**src/rtl/selftest_pkg.sv**
```systemverilog
package selftest_pkg;
    timeunit 1ns;
    timeprecision 1ps;

    typedef enum logic [2:0] {
        ST_IDLE,
        ST_WALK,
        ST_DRAIN,
        ST_JUDGE,
        ST_TAIL,
        ST_CHECKER,
        ST_INVERSE
    } st_state_e;
endpackage

```
**src/rtl/selftest_cycle_counter.sv**
```systemverilog
module selftest_cycle_counter #(
    parameter int W = 18
) (
    input  logic         clk,
    input  logic         rst_n,
    input  logic         clr_i,
    input  logic         en_i,
    output logic [W-1:0] cnt_o
);
    timeunit 1ns;
    timeprecision 1ps;

    always_ff @(posedge clk or negedge rst_n) begin
        if (!rst_n)      cnt_o <= '0;
        else if (clr_i)  cnt_o <= '0;
        else if (en_i)   cnt_o <= cnt_o + 1'b1;
    end
endmodule

```
**src/rtl/selftest_checksum.sv**
```systemverilog
module selftest_checksum #(
    parameter int ROM_AW = 7,
    parameter int ROM_DW = 5,
    parameter int SUM_W  = 8
) (
    input  logic              clk,
    input  logic              rst_n,
    input  logic              clr_i,
    input  logic              walk_i,
    input  logic [ROM_AW-1:0] idx_i,
    output logic [ROM_AW-1:0] rom_addr_o,
    input  logic [ROM_DW-1:0] rom_data_i,
    output logic [SUM_W-1:0]  sum_o
);
    timeunit 1ns;
    timeprecision 1ps;

    localparam int PAD = SUM_W - ROM_DW;

    logic valid_q;

    // address goes out while walking; data follows one cycle later
    assign rom_addr_o = walk_i ? idx_i : '0;

    always_ff @(posedge clk or negedge rst_n) begin
        if (!rst_n) begin
            valid_q <= 1'b0;
            sum_o   <= '0;
        end else if (clr_i) begin
            valid_q <= 1'b0;
            sum_o   <= '0;
        end else begin
            valid_q <= walk_i;
            if (valid_q) sum_o <= sum_o + {{PAD{1'b0}}, rom_data_i};
        end
    end
endmodule

```
**src/rtl/selftest_pattern_gen.sv**
```systemverilog
module selftest_pattern_gen #(
    parameter int COLS = 5
) (
    input  logic            en_i,
    input  logic            inv_i,
    input  logic            row_odd_i,
    output logic [COLS-1:0] cols_o
);
    timeunit 1ns;
    timeprecision 1ps;

    // even column lit on even row; every row/inversion flips parity
    for (genvar c = 0; c < COLS; c++) begin : g_col
        localparam logic COL_ODD = ((c % 2) == 1);
        assign cols_o[c] = en_i & ~(COL_ODD ^ row_odd_i ^ inv_i);
    end
endmodule

```
**src/rtl/selftest_sequencer.sv**
```systemverilog
module selftest_sequencer
    import selftest_pkg::*;
#(
    parameter int               ROM_AW     = 7,
    parameter int               ROM_DW     = 5,
    parameter int               COLS       = 5,
    parameter int               VIS_LOG2   = 16,
    parameter int               SUM_W      = 8,
    parameter logic [SUM_W-1:0] EXPECT_SUM = '0
) (
    input  logic              clk,
    input  logic              rst_n,
    input  logic              start_i,
    output logic [ROM_AW-1:0] rom_addr_o,
    input  logic [ROM_DW-1:0] rom_data_i,
    input  logic              pat_row_odd_i,
    output logic              busy_o,
    output logic              pat_en_o,
    output logic              pat_inv_o,
    output logic [COLS-1:0]   pat_cols_o,
    output logic              result_o,
    output logic              done_o
);
    timeunit 1ns;
    timeprecision 1ps;

    localparam int             CNT_W     = VIS_LOG2 + 2;
    localparam logic [CNT_W-1:0] WALK_LAST = CNT_W'(2**ROM_AW - 1);
    localparam logic [CNT_W-1:0] HALF_LAST = CNT_W'(2**(VIS_LOG2+1) - 1);
    localparam logic [CNT_W-1:0] CHK_LAST  = CNT_W'(2**(VIS_LOG2+1) + 2**VIS_LOG2 - 1);
    localparam logic [CNT_W-1:0] END_LAST  = '1;

    st_state_e         state_q, state_d;
    logic [CNT_W-1:0]  cnt;
    logic [SUM_W-1:0]  sum;
    logic              start_ok;
    logic              result_q;

    assign start_ok = (state_q == ST_IDLE) && start_i;
    assign result_o = result_q;

    selftest_cycle_counter #(.W(CNT_W)) u_cnt (
        .clk   (clk),
        .rst_n (rst_n),
        .clr_i (start_ok),
        .en_i  (state_q != ST_IDLE),
        .cnt_o (cnt)
    );

    selftest_checksum #(.ROM_AW(ROM_AW), .ROM_DW(ROM_DW), .SUM_W(SUM_W)) u_sum (
        .clk        (clk),
        .rst_n      (rst_n),
        .clr_i      (start_ok),
        .walk_i     (state_q == ST_WALK),
        .idx_i      (cnt[ROM_AW-1:0]),
        .rom_addr_o (rom_addr_o),
        .rom_data_i (rom_data_i),
        .sum_o      (sum)
    );

    selftest_pattern_gen #(.COLS(COLS)) u_pat (
        .en_i      (pat_en_o),
        .inv_i     (pat_inv_o),
        .row_odd_i (pat_row_odd_i),
        .cols_o    (pat_cols_o)
    );

    // state register
    always_ff @(posedge clk or negedge rst_n) begin
        if (!rst_n) state_q <= ST_IDLE;
        else        state_q <= state_d;
    end

    // transitions
    always_comb begin
        state_d = state_q;
        unique case (state_q)
            ST_IDLE:    if (start_i)             state_d = ST_WALK;
            ST_WALK:    if (cnt == WALK_LAST)    state_d = ST_DRAIN;
            ST_DRAIN:                            state_d = ST_JUDGE;
            ST_JUDGE:                            state_d = ST_TAIL;
            ST_TAIL:    if (cnt == HALF_LAST)    state_d = ST_CHECKER;
            ST_CHECKER: if (cnt == CHK_LAST)     state_d = ST_INVERSE;
            ST_INVERSE: if (cnt == END_LAST)     state_d = ST_IDLE;
            default:                             state_d = ST_IDLE;
        endcase
    end

    // outputs
    always_comb begin
        busy_o    = 1'b1;
        pat_en_o  = 1'b0;
        pat_inv_o = 1'b0;
        done_o    = 1'b0;
        unique case (state_q)
            ST_IDLE:    busy_o = 1'b0;
            ST_WALK, ST_DRAIN, ST_JUDGE, ST_TAIL: ;
            ST_CHECKER: pat_en_o = 1'b1;
            ST_INVERSE: begin
                pat_en_o  = 1'b1;
                pat_inv_o = 1'b1;
                done_o    = (cnt == END_LAST);
            end
            default:    busy_o = 1'b0;
        endcase
    end

    // verdict latch
    always_ff @(posedge clk or negedge rst_n) begin
        if (!rst_n)                   result_q <= 1'b0;
        else if (state_q == ST_JUDGE) result_q <= (sum == EXPECT_SUM);
    end
endmodule

```
**config.mk**
```make
export PLATFORM = sky130hd
export DESIGN_NAME = selftest_sequencer
export DESIGN_NICKNAME = d
export VERILOG_FILES = /design/src/rtl/selftest_pkg.sv /design/src/rtl/selftest_cycle_counter.sv /design/src/rtl/selftest_checksum.sv /design/src/rtl/selftest_pattern_gen.sv /design/src/rtl/selftest_sequencer.sv
export SDC_FILE = /design/constraint.sdc
export NUM_CORES = 1
export LEC_CHECK = 0
export BUFFER_PORTS_ARGS = -buffer_cell sky130_fd_sc_hd__buf_2
export CORE_MARGIN = 2
export CORE_UTILIZATION = 30
export CTS_CLUSTER_SIZE = 40
export DETAILED_ROUTE_END_ITERATION = 6
export GPL_TIMING_DRIVEN = 0
export HOLD_SLACK_MARGIN = 0.15
export PLACE_DENSITY = 0.52
export SLEW_MARGIN = 0
export SYNTH_ARGS = -nofsm -noshare
export SYNTH_HDL_FRONTEND = slang
export SYNTH_SLANG_ARGS = --single-unit
```
**constraint.sdc**
```tcl
create_clock -name clk -period 1.86 [get_ports clk]
set_clock_uncertainty 0.05 [all_clocks]
set_input_delay 0.465 -clock clk [delete_from_list [all_inputs] [get_ports clk]]
set_output_delay 0.465 -clock clk [all_outputs]
set_load 0.02 [all_outputs]
```
==> out/results.txt, run 1 <==
Status: finished with violations
Failing checks: setup timing
DR WL/cell: 13.3 um
Setup-failing EPs final: 13
Crit path launch type: flop
FF-to-FF path depth: 8
Worst-margin pin slew: 743 ps
CP arrival: 1710 ps
Fin nets: 289
Area leader, netlist: dfrtp_1
Metal3 WL: 180 um
Setup ws final: -363 ps
Synth top area share: 40.7%
Most frequent cells in the layout: 29 x buf_4, 28 x dfrtp_1, 26 x nand2_1
Max H-tree Level: 2
Final min period: 2220 ps
Metal1 wirelength: 2.18 mm
CTS clk-pin slew, worst paths: 70 ps
Max-Cap Viols: 0
Global placement routability congestion: 0.747
Critical Path Fanout Max: 6
Drt first pass iters: 4
CTS sink cnt: 31
Placed wire-length estimate: 2.95 mm
Critical path class: flop to primary output
Pleak: 0.00125 uW
Die Wd: 83.8 um
Fin crit share: 119%
First-pass GRT wire length: 7.73 mm
Routed vias/inst: 4.98
Post-synth ARST share: 100%
Largest net degree at the start of global routing: 32
RR Endpoint: u_cnt.cnt_o[9]
Die area: 7010 um2
Dpl cells: 314
IO Pins: 26
Post-synth EDFFs: 0
Library cells used by synthesis: 38
Die height: 83.8 um
DR iter-0 viols: 122
Cts hold-fix bufs: 0
Syn_area_per_cell: 9.00 um2
Max layer used: met4
DR vias: 1,747
Max transition margin: 50.5%
Total core area: 6240 um2
RSZ-0062 raised after global routing: yes
CTS root buf: clkbuf_8
Final Hold Viols: 0
Commonest non-fill, non-tap cell in the layout: buf_4
Area contributors post-synth: dfrtp_1 41%, mux2i_1 5.8%, nand2_1 5.5%, o21ai_0 4.7%, ha_1 3.9%
Crit path to: done_o
Layout cells sized above 1: 36.9%
GRT overflow: 0
Clk_lat worst skew: 280 ps
CP Launch Point: u_cnt.cnt_o[4]
Worst path required time: 1340 ps
Post-Layout Cell Count: 351
R2R setup slack: 120 ps
Filler Cell Count: 620
Vias in the first global route: 1,607
Synth Flop Type: dfrtp_1
Max-slew violations: 0
DRT antenna net count: 0
Drc violations: 0
Dpl ws: -321 ps
CTS buffer count: 5
Worst r2r src: state_q[1]
Final WL: 4.66 mm
Initial antenna violation count: 0
Initial Util: 30.6%
Row count: 29
Clk buf depth: 2
Pwr per Cell Area: 727 nW/um2
Yosys reg bits: 31
Critical Path Sink Type: primary output
Met2 WL post-DR: 2.25 mm
FMAX: 450 MHz
PortBufs: 25
Worst min path class: primary input to async pin
Hold WS: 199 ps
Area Overhead vs Synth: 41.7%
YS warnings: 0
VDD IR max: 309 uV
Ant. Diodes: 0
Cells after Synth: 212
All-Layer GR Usage: 13.5%
CTS tree: done
Syn Nets: 228
Synthesized area: 1910 um2
Seq/Total Area, Yosys: 40.7%
[registers in the layout (all words and copies together) (netlist names)]
name / flops
u_sum.sum_o: 8
result_o: 1
u_sum.valid_q: 1
state_q: 3
u_cnt.cnt_o: 18
[critical path, cell delays in order, from the launching register on]
cell and delay (ps):
dfrtp_1 340, buf_6 110, nand4_1 160, nor4_4 340, nand4_1 110, buf_4 170, nor2_4 70, buf_6 120
[per-stage QoR]
stage / power (uW) / setup TNS, ps / instance area (um2) / util [%]
global placement: 1360 / -2420 / 2150 / 34.4
finish: 1960 / -1570 / 2700 / 43.3
CTS: 1970 / -1880 / 2570 / 41.1
floorplan: 1260 / -52.4 / 1930 / -
detailed placement: 1380 / -2410 / 2150 / 34.4
global route: 2100 / -2790 / 2700 / 43.3
[area by class of cell]
cell class                      instances  area (um2)  share of cell area [%]
Sequential cell                        31         779                    28.8
Clock buffer                            8         100                    3.70
Tap cell                               77        96.3                    3.56
Multi-Input combinational cell        162        1150                    42.5
Timing Repair Buffer                   54         454                    16.8
Buffer                                 13         103                    3.79
Inverter                                6        22.5                   0.833
[synthesized netlist by cell type (3+ instances only)]
cell type	count
a21oi_1	5
and2_1	9
and3_1	4
buf_2	3
buf_4	5
clkbuf_1	5
dfrtp_1	31
ha_1	6
inv_1	6
mux2i_1	11
nand2_1	28
nand2b_1	6
nand3_1	8
nand3_2	3
nand4_1	5
nor2_1	15
nor2b_1	4
nor4_1	6
o21ai_0	18
o31ai_1	3
xnor2_1	4
xor2_1	3
[timing repair]
action	in CTS	in global routing
setup buffers	18	11
pin swaps	13	10
resized for setup	54	21
endpoints found under the setup margin	18	28
[metal layers]
layer  vias to the layer above  track usage [%]
met4                         0             4.84
met5                         -                0
met2                        32             21.5
met3                         6             3.46
met1                       835             17.7
li1                        874                -
[worst min path at each step]
stage | startpoint | end | slack, ps
after floorplan | rst_n | result_o | 120
after global placement | u_cnt.cnt_o[15] | u_cnt.cnt_o[15] | 420
after detailed placement | u_cnt.cnt_o[15] | u_cnt.cnt_o[15] | 430
after CTS | rst_n | u_sum.sum_o[0] | 220
after global routing | rst_n | u_sum.sum_o[0] | 260
final | rst_n | u_sum.sum_o[0] | 200
[cells by family after synthesis]
kind of cell	Yosys count	share of synthesized area (%)
buf+inv	19	4.92
simple gates	97	27.7
flops	31	40.7
compound gates	40	12.8
xor+xnor	7	3.21
fa+ha+maj	7	4.98
mux	11	5.77
[power breakdown]
group	switching (uW)	total, uW	internal, uW
Combinational	256	522	266
Clock	246	583	337
Sequential	86.8	860	773
(Power assumes the default switching activity.)
==> run 2: changes to the inputs <==
--- a/config.mk
+++ b/config.mk
@@ -12,8 +12,9 @@
 export DETAILED_ROUTE_END_ITERATION = 6
 export GPL_TIMING_DRIVEN = 0
 export HOLD_SLACK_MARGIN = 0.15
-export PLACE_DENSITY = 0.52
+export PLACE_DENSITY = 0.5
 export SLEW_MARGIN = 0
 export SYNTH_ARGS = -nofsm -noshare
 export SYNTH_HDL_FRONTEND = slang
 export SYNTH_SLANG_ARGS = --single-unit
+export TNS_END_PERCENT = 10
==> constraint.sdc (replaced) <==
create_clock -name clk -period 2.6 [get_ports clk]
set_clock_uncertainty 0.05 [all_clocks]
set_input_delay 0.65 -clock clk [delete_from_list [all_inputs] [get_ports clk]]
set_output_delay 0.65 -clock clk [all_outputs]
set_load 0.02 [all_outputs]
==> run 2 against run 1 <==
The run now ends clean. Sequential power down 29%. Non-clock buffer count decreased by 28. Critical path depth down 1. First-iteration DRC count fell by 46%. Register-to-register slack better by 590 ps. Core utilization decreased by 7.1 points. Global-route usage down 0.76 points. Wire length is 9.2% lower. Worst setup slack improved by 450 ps. Cell count is 8.0% lower. Die area unchanged.
==> out/results.txt, run 2 (same netlist as run 1, synthesis figures left out) <==
Status: completed
Routed vias/inst: 5.00 (+0.46%)
Layout cells sized above 1: 20.3% (-17 points)
Die Wd: 83.8 um (unchanged)
All-Layer GR Usage: 12.7% (-0.76 points)
CTS sink cnt: 31 (unchanged)
Total core area: 6240 um2 (unchanged)
CP arrival: 1820 ps (+110 ps)
Critical Path Sink Type: primary output
Final min period: 2520 ps
Largest net degree at the start of global routing: 32 (unchanged)
Clk_lat worst skew: 290 ps (about the same)
RSZ-0062 raised after global routing: yes
Top Registers: u_cnt.cnt_o: 18 flops, u_sum.sum_o: 8 flops, state_q: 3 flops
Worst path required time: 1900 ps (+560 ps)
DR vias: 1,615 (-7.6%)
Worst min path class: primary input to async pin
Vias in the first global route: 1,558 (-3.0%)
CTS root buf: clkbuf_8
Storage cell area: 776 um2 (-0.48%)
VDD IR max: 272 uV (-12%)
WP buf/inv: 2 (-1)
Slowest-stage cell, CP: nor4_4
Ant. Diodes: 0 (unchanged)
FMAX: 397 MHz
CTS tree: done
Setup-failing EPs final: 0 (-13)
Max H-tree Level: 2 (unchanged)
CTS buffer count: 5 (unchanged)
Placed wire-length estimate: 3.01 mm (+1.9%)
Largest delay share family, worst path: simple AND/OR/NAND/NOR gates
Max-slew violations: 0 (unchanged)
Max-Cap Viols: 0 (unchanged)
Fin nets: 261 (-9.7%)
Final Hold Viols: 0 (unchanged)
Most frequent cells in the layout: 31 x dfrtp_1, 28 x buf_2, 28 x nand2_1
Max reg flops: 18 (unchanged)
Critical Path Fanout Max: 9 (+3)
Drc violations: 0 (unchanged)
Initial antenna violation count: 0 (unchanged)
Met2 GRT Util: 19.7% (-1.8 points)
Gr busiest metal: met2
Die height: 83.8 um (unchanged)
Pleak: 0.00107 uW (-15%)
Max transition margin: 51.2% (+0.70 points)
Die area: 7010 um2 (unchanged)
Worst-margin pin slew: 733 ps (-10.5 ps)
Commonest non-fill, non-tap cell in the layout: dfrtp_1
Multi-input gate area: 1050 um2 (-8.9%)
Hold WS: 363 ps (+164 ps)
Grt met1 use: 17.5% (-0.14 points)
Global placement routability congestion: 0.793 (+6.1%)
Drt first pass iters: 4 (unchanged)
Fin crit share: 96.8%
Pwr per Cell Area: 654 nW/um2 (-10%)
Row count: 29 (unchanged)
CTS clk-pin slew, worst paths: 70 ps (about the same)
Initial Util: 30.6% (unchanged)
Top reg by flops: u_cnt.cnt_o
R2R setup slack: 710 ps (+590 ps)
Post-layout util: 36.2% (-7.1 points)
Clk buf depth: 2 (unchanged)
First-pass GRT wire length: 7.30 mm (-5.5%)
IO Pins: 26 (unchanged)
Cts hold-fix bufs: 0 (unchanged)
Critical path class: flop to primary output
DRT antenna net count: 0 (unchanged)
GRT overflow: 0 (unchanged)
Grt met3 use: 2.87% (-0.59 points)
DR WL/cell: 13.1 um (-1.4%)
Crit path cell chain: buf_2, nand4_1, nor4_4, nand4_1, nor2_1, buf_2
Filler Cell Count: 648 (+4.5%)
Crit path launch type: flop
CP max stage delay: 350 ps (about the same)
DR iter-0 viols: 66 (-46%)
Sum Neg Setup Slack: 0 ps (+1570 ps)
Final WL: 4.23 mm (-9.2%)
PortBufs: 25 (unchanged)
Area Overhead vs Synth: 18.6%
==> run 2: layout make-up <==
| cell class | count | share of cell area [%] |
|---|---|---|
| multi-input combinational | 162 | 46.2 |
| buffer | 13 | 3.15 |
| timing repair buffer | 26 | 5.86 |
| clock inverter | 2 | 1.55 |
| tap | 77 | 4.26 |
| sequential | 31 | 34.3 |
| clock buffer | 6 | 3.65 |
| inverter | 6 | 0.996 |
==> run 2: through the flow <==
stage | instances | power (uW) | setup slack (ps) | cell area (um2)
final | 323 | 1480 | 83.6 | 2260
after global placement | 314 | 979 | 231 | 2130
after detailed placement | 314 | 979 | 198 | 2130
after floorplan | 212 | 901 | 379 | 1910
after global routing | 323 | 1580 | -78.9 | 2260
after CTS | 323 | 1490 | 8.84 | 2250
==> run 2: worst paths after layout <==
check / startpoint / end / cells past startpoint
max in group asynchronous: rst_n / u_cnt.cnt_o[2] / 1
max: u_cnt.cnt_o[4] / done_o / 6
min in group clk: result_o / result_o / 2
min reg2reg: result_o / result_o / 2
max reg2reg: state_q[1] / u_cnt.cnt_o[6] / 6
min: rst_n / u_cnt.cnt_o[16] / 1
==> run 2: layer usage <==
| layer | routed length (um) | vias up |
|---|---|---|
| met5 | 0 | - |
| li1 | - | 819 |
| met2 | 1860 | 28 |
| met3 | 171 | 7 |
| met1 | 2130 | 761 |
| met4 | 55 | 0 |
==> run 2: report_power, final <==
group	leakage [uW]	internal, uW	switching (uW)
combinational	0.000636	176	179
clock	0.0000612	310	200
sequential	0.000369	553	59.7
total	0.00107	1040	439
==> run 2: repair_timing <==
item / in CTS / in global routing
endpoints found under the setup margin: 1 / 11
resized for setup: 0 / 3
pin swaps: 1 / 0
setup buffers: 1 / 0
==> run 3: changes to the inputs <==
--- a/config.mk
+++ b/config.mk
@@ -6,13 +6,15 @@
 export NUM_CORES = 1
 export LEC_CHECK = 0
 export BUFFER_PORTS_ARGS = -buffer_cell sky130_fd_sc_hd__buf_2
+export CELL_PAD_IN_SITES_DETAIL_PLACEMENT = 0
+export CELL_PAD_IN_SITES_GLOBAL_PLACEMENT = 2
 export CORE_MARGIN = 2
-export CORE_UTILIZATION = 30
+export CORE_UTILIZATION = 38
 export CTS_CLUSTER_SIZE = 40
 export DETAILED_ROUTE_END_ITERATION = 6
 export GPL_TIMING_DRIVEN = 0
 export HOLD_SLACK_MARGIN = 0.15
-export PLACE_DENSITY = 0.5
+export PLACE_DENSITY = 0.83
 export SLEW_MARGIN = 0
 export SYNTH_ARGS = -nofsm -noshare
 export SYNTH_HDL_FRONTEND = slang
==> run 3 against run 2 <==
Hold slack worse by 1.1 ps. Global-route usage is 4.1 points higher. Combinational power hardly changed. Total power is 0.51% lower. Fmax is 0.76% lower. Core utilization is 11 points higher. Sequential share of layout area is 0.11 points higher. Worst setup slack worse by 19 ps. Design area is 0.33% lower. Flip-flop and latch count stayed put. Clock power is 1% lower. Critical path type unchanged. Largest cell class unchanged. Largest power group unchanged. Highest routed layer unchanged.
==> out/results.txt, run 3 (same netlist as run 1, synthesis figures left out) <==
Status: completed
Most frequent cells in the layout: 31 x dfrtp_1, 28 x buf_2, 28 x nand2_1
Pleak: 0.00106 uW (-0.12%)
Setup-failing EPs final: 0 (unchanged)
CP arrival: 1840 ps (+20 ps)
Largest net degree at the start of global routing: 32 (unchanged)
Storage cell area: 776 um2 (unchanged)
Area Overhead vs Synth: 18.2%
Commonest non-fill, non-tap cell in the layout: dfrtp_1
CTS clk-pin slew, worst paths: 70 ps (about the same)
Hold WS: 362 ps (-1.14 ps)
GRT overflow: 0 (unchanged)
VDD IR max: 307 uV (+13%)
CTS tree: done
Dpl ws: 212 ps (+13.1 ps)
Max transition margin: 51.8% (+0.61 points)
Layout cells sized above 1: 20.3% (unchanged)
DR iter-0 viols: 87 (+32%)
Die Wd: 74.9 um (-11%)
Drt first pass iters: 4 (unchanged)
Routed vias/inst: 5.14 (+2.9%)
Critical Path Sink Type: primary output
Initial antenna violation count: 0 (unchanged)
Post-layout util: 47.1% (+11 points)
Clk buf depth: 2 (unchanged)
Clk_lat worst skew: 290 ps (about the same)
CTS buffer count: 5 (unchanged)
Worst path required time: 1900 ps (about the same)
CP Launch Point: u_cnt.cnt_o[4]
Top reg by flops: u_cnt.cnt_o
Worst r2r src: state_q[1]
RSZ-0062 raised after global routing: yes
DR WL/cell: 13.4 um (+2.3%)
Row count: 25 (-14%)
Max H-tree Level: 2 (unchanged)
Crit path launch type: flop
Placed wire-length estimate: 2.99 mm (-0.74%)
CTS root buf: clkbuf_8
FMAX: 394 MHz (-0.76%)
CTS sink cnt: 31 (unchanged)
R2R setup slack: 730 ps (+20 ps)
Initial Util: 39.9% (+9.3 points)
Worst-margin pin slew: 724 ps (-9.19 ps)
Critical Path Fanout Max: 9 (unchanged)
Fin crit share: 97.5% (+0.74 points)
Fin nets: 261 (unchanged)
Max-slew violations: 0 (unchanged)
DRT antenna net count: 0 (unchanged)
Ant. Diodes: 0 (unchanged)
Filler Cell Count: 500 (-23%)
IO Pins: 26 (unchanged)
CP max stage delay: 400 ps (+50 ps)
Post-Layout Cell Count: 313 (-3.1%)
Final Hold Viols: 0 (unchanged)
Critical path class: flop to primary output
DR vias: 1,610 (-0.31%)
Final min period: 2540 ps (+19.3 ps)
Die area: 5600 um2 (-20%)
Worst min path class: primary input to async pin
PortBufs: 25 (unchanged)
Total core area: 4790 um2 (-23%)
Crit path cell chain: buf_2, nand4_1, nor4_4, nand4_1, nor2_1, buf_2
All-Layer GR Usage: 16.9% (+4.1 points)
Drc violations: 0 (unchanged)
Setup ws final: 64.3 ps (-19.3 ps)
Dpl cells: 304 (-3.2%)
First-pass GRT wire length: 7.18 mm (-1.7%)
Vias in the first global route: 1,494 (-4.1%)
Slowest-stage cell, CP: nor4_4
Final WL: 4.19 mm (-0.88%)
Pwr per Cell Area: 652 nW/um2 (-0.18%)
Top Registers: u_cnt.cnt_o: 18 flops, u_sum.sum_o: 8 flops, state_q: 3 flops
Die height: 74.9 um (-11%)
Max reg flops: 18 (unchanged)
Multi-input gate area: 1050 um2 (+0.48%)
Max-Cap Viols: 0 (unchanged)
Global placement routability congestion: 0.728 (-8.2%)
-- run 3: cell counts in the layout (fill, tap and decap cells not counted) --
No cell type changed its count.
-- run 3: area by class of cell --
cell class	instances	area share (%)
multi-input combinational	162	46.6
buffer	13	3.16
tap	67	3.72
clock inverter	2	1.55
sequential	31	34.4
inverter	6	0.999
clock buffer	6	3.66
timing repair buffer	26	5.88
-- run 3: per-layer routing --
metal / track usage [%] / vias up / routed length (um)
met5: 0 / - / 0
met4: 5.95 / 0 / 58
met3: 4.02 / 7 / 168
met2: 26.6 / 34 / 1900
met1: 22.7 / 757 / 2060
li1: - / 812 / -
-- run 3: path summary, 6_finish.rpt --
path / to / cells after the start
setup reg to reg: u_cnt.cnt_o[6] / 6
max in group asynchronous: u_cnt.cnt_o[4] / 1
setup / recovery: done_o / 6
hold reg to reg: u_cnt.cnt_o[15] / 1
min in group clk: u_cnt.cnt_o[15] / 1
hold / removal: u_sum.sum_o[1] / 1
-- run 3: through the flow --
stage	area, um2	TNS, ps	total power, uW
after CTS	2240	0	1490
after global placement	2120	0	974
after detailed placement	2120	0	979
after floorplan	1910	0	901
final	2250	0	1470
after global routing	2250	-134	1580
-- run 3: where the power goes --
| group | total (uW) | switching, uW | internal, uW |
|---|---|---|---|
| clock | 505 | 195 | 310 |
| sequential | 613 | 60.0 | 553 |
| combinational | 353 | 177 | 177 |
| total | 1470 | 431 | 1040 |
-- run 3: what timing repair did --
action | CTS | global route
pin swaps | 2 | 0
hold buffers | 0 | 0
gates resized for setup | 0 | 4
endpoints found under the setup margin | 1 | 12
setup buffers | 1 | 0
-- run 3: critical path: cells and delay by family, from the launching register on --
kind | cells | cell delay, ps
AND/OR/NAND/NOR | 4 | 900
flip-flops | 1 | 310
buffers and inverters | 2 | 340
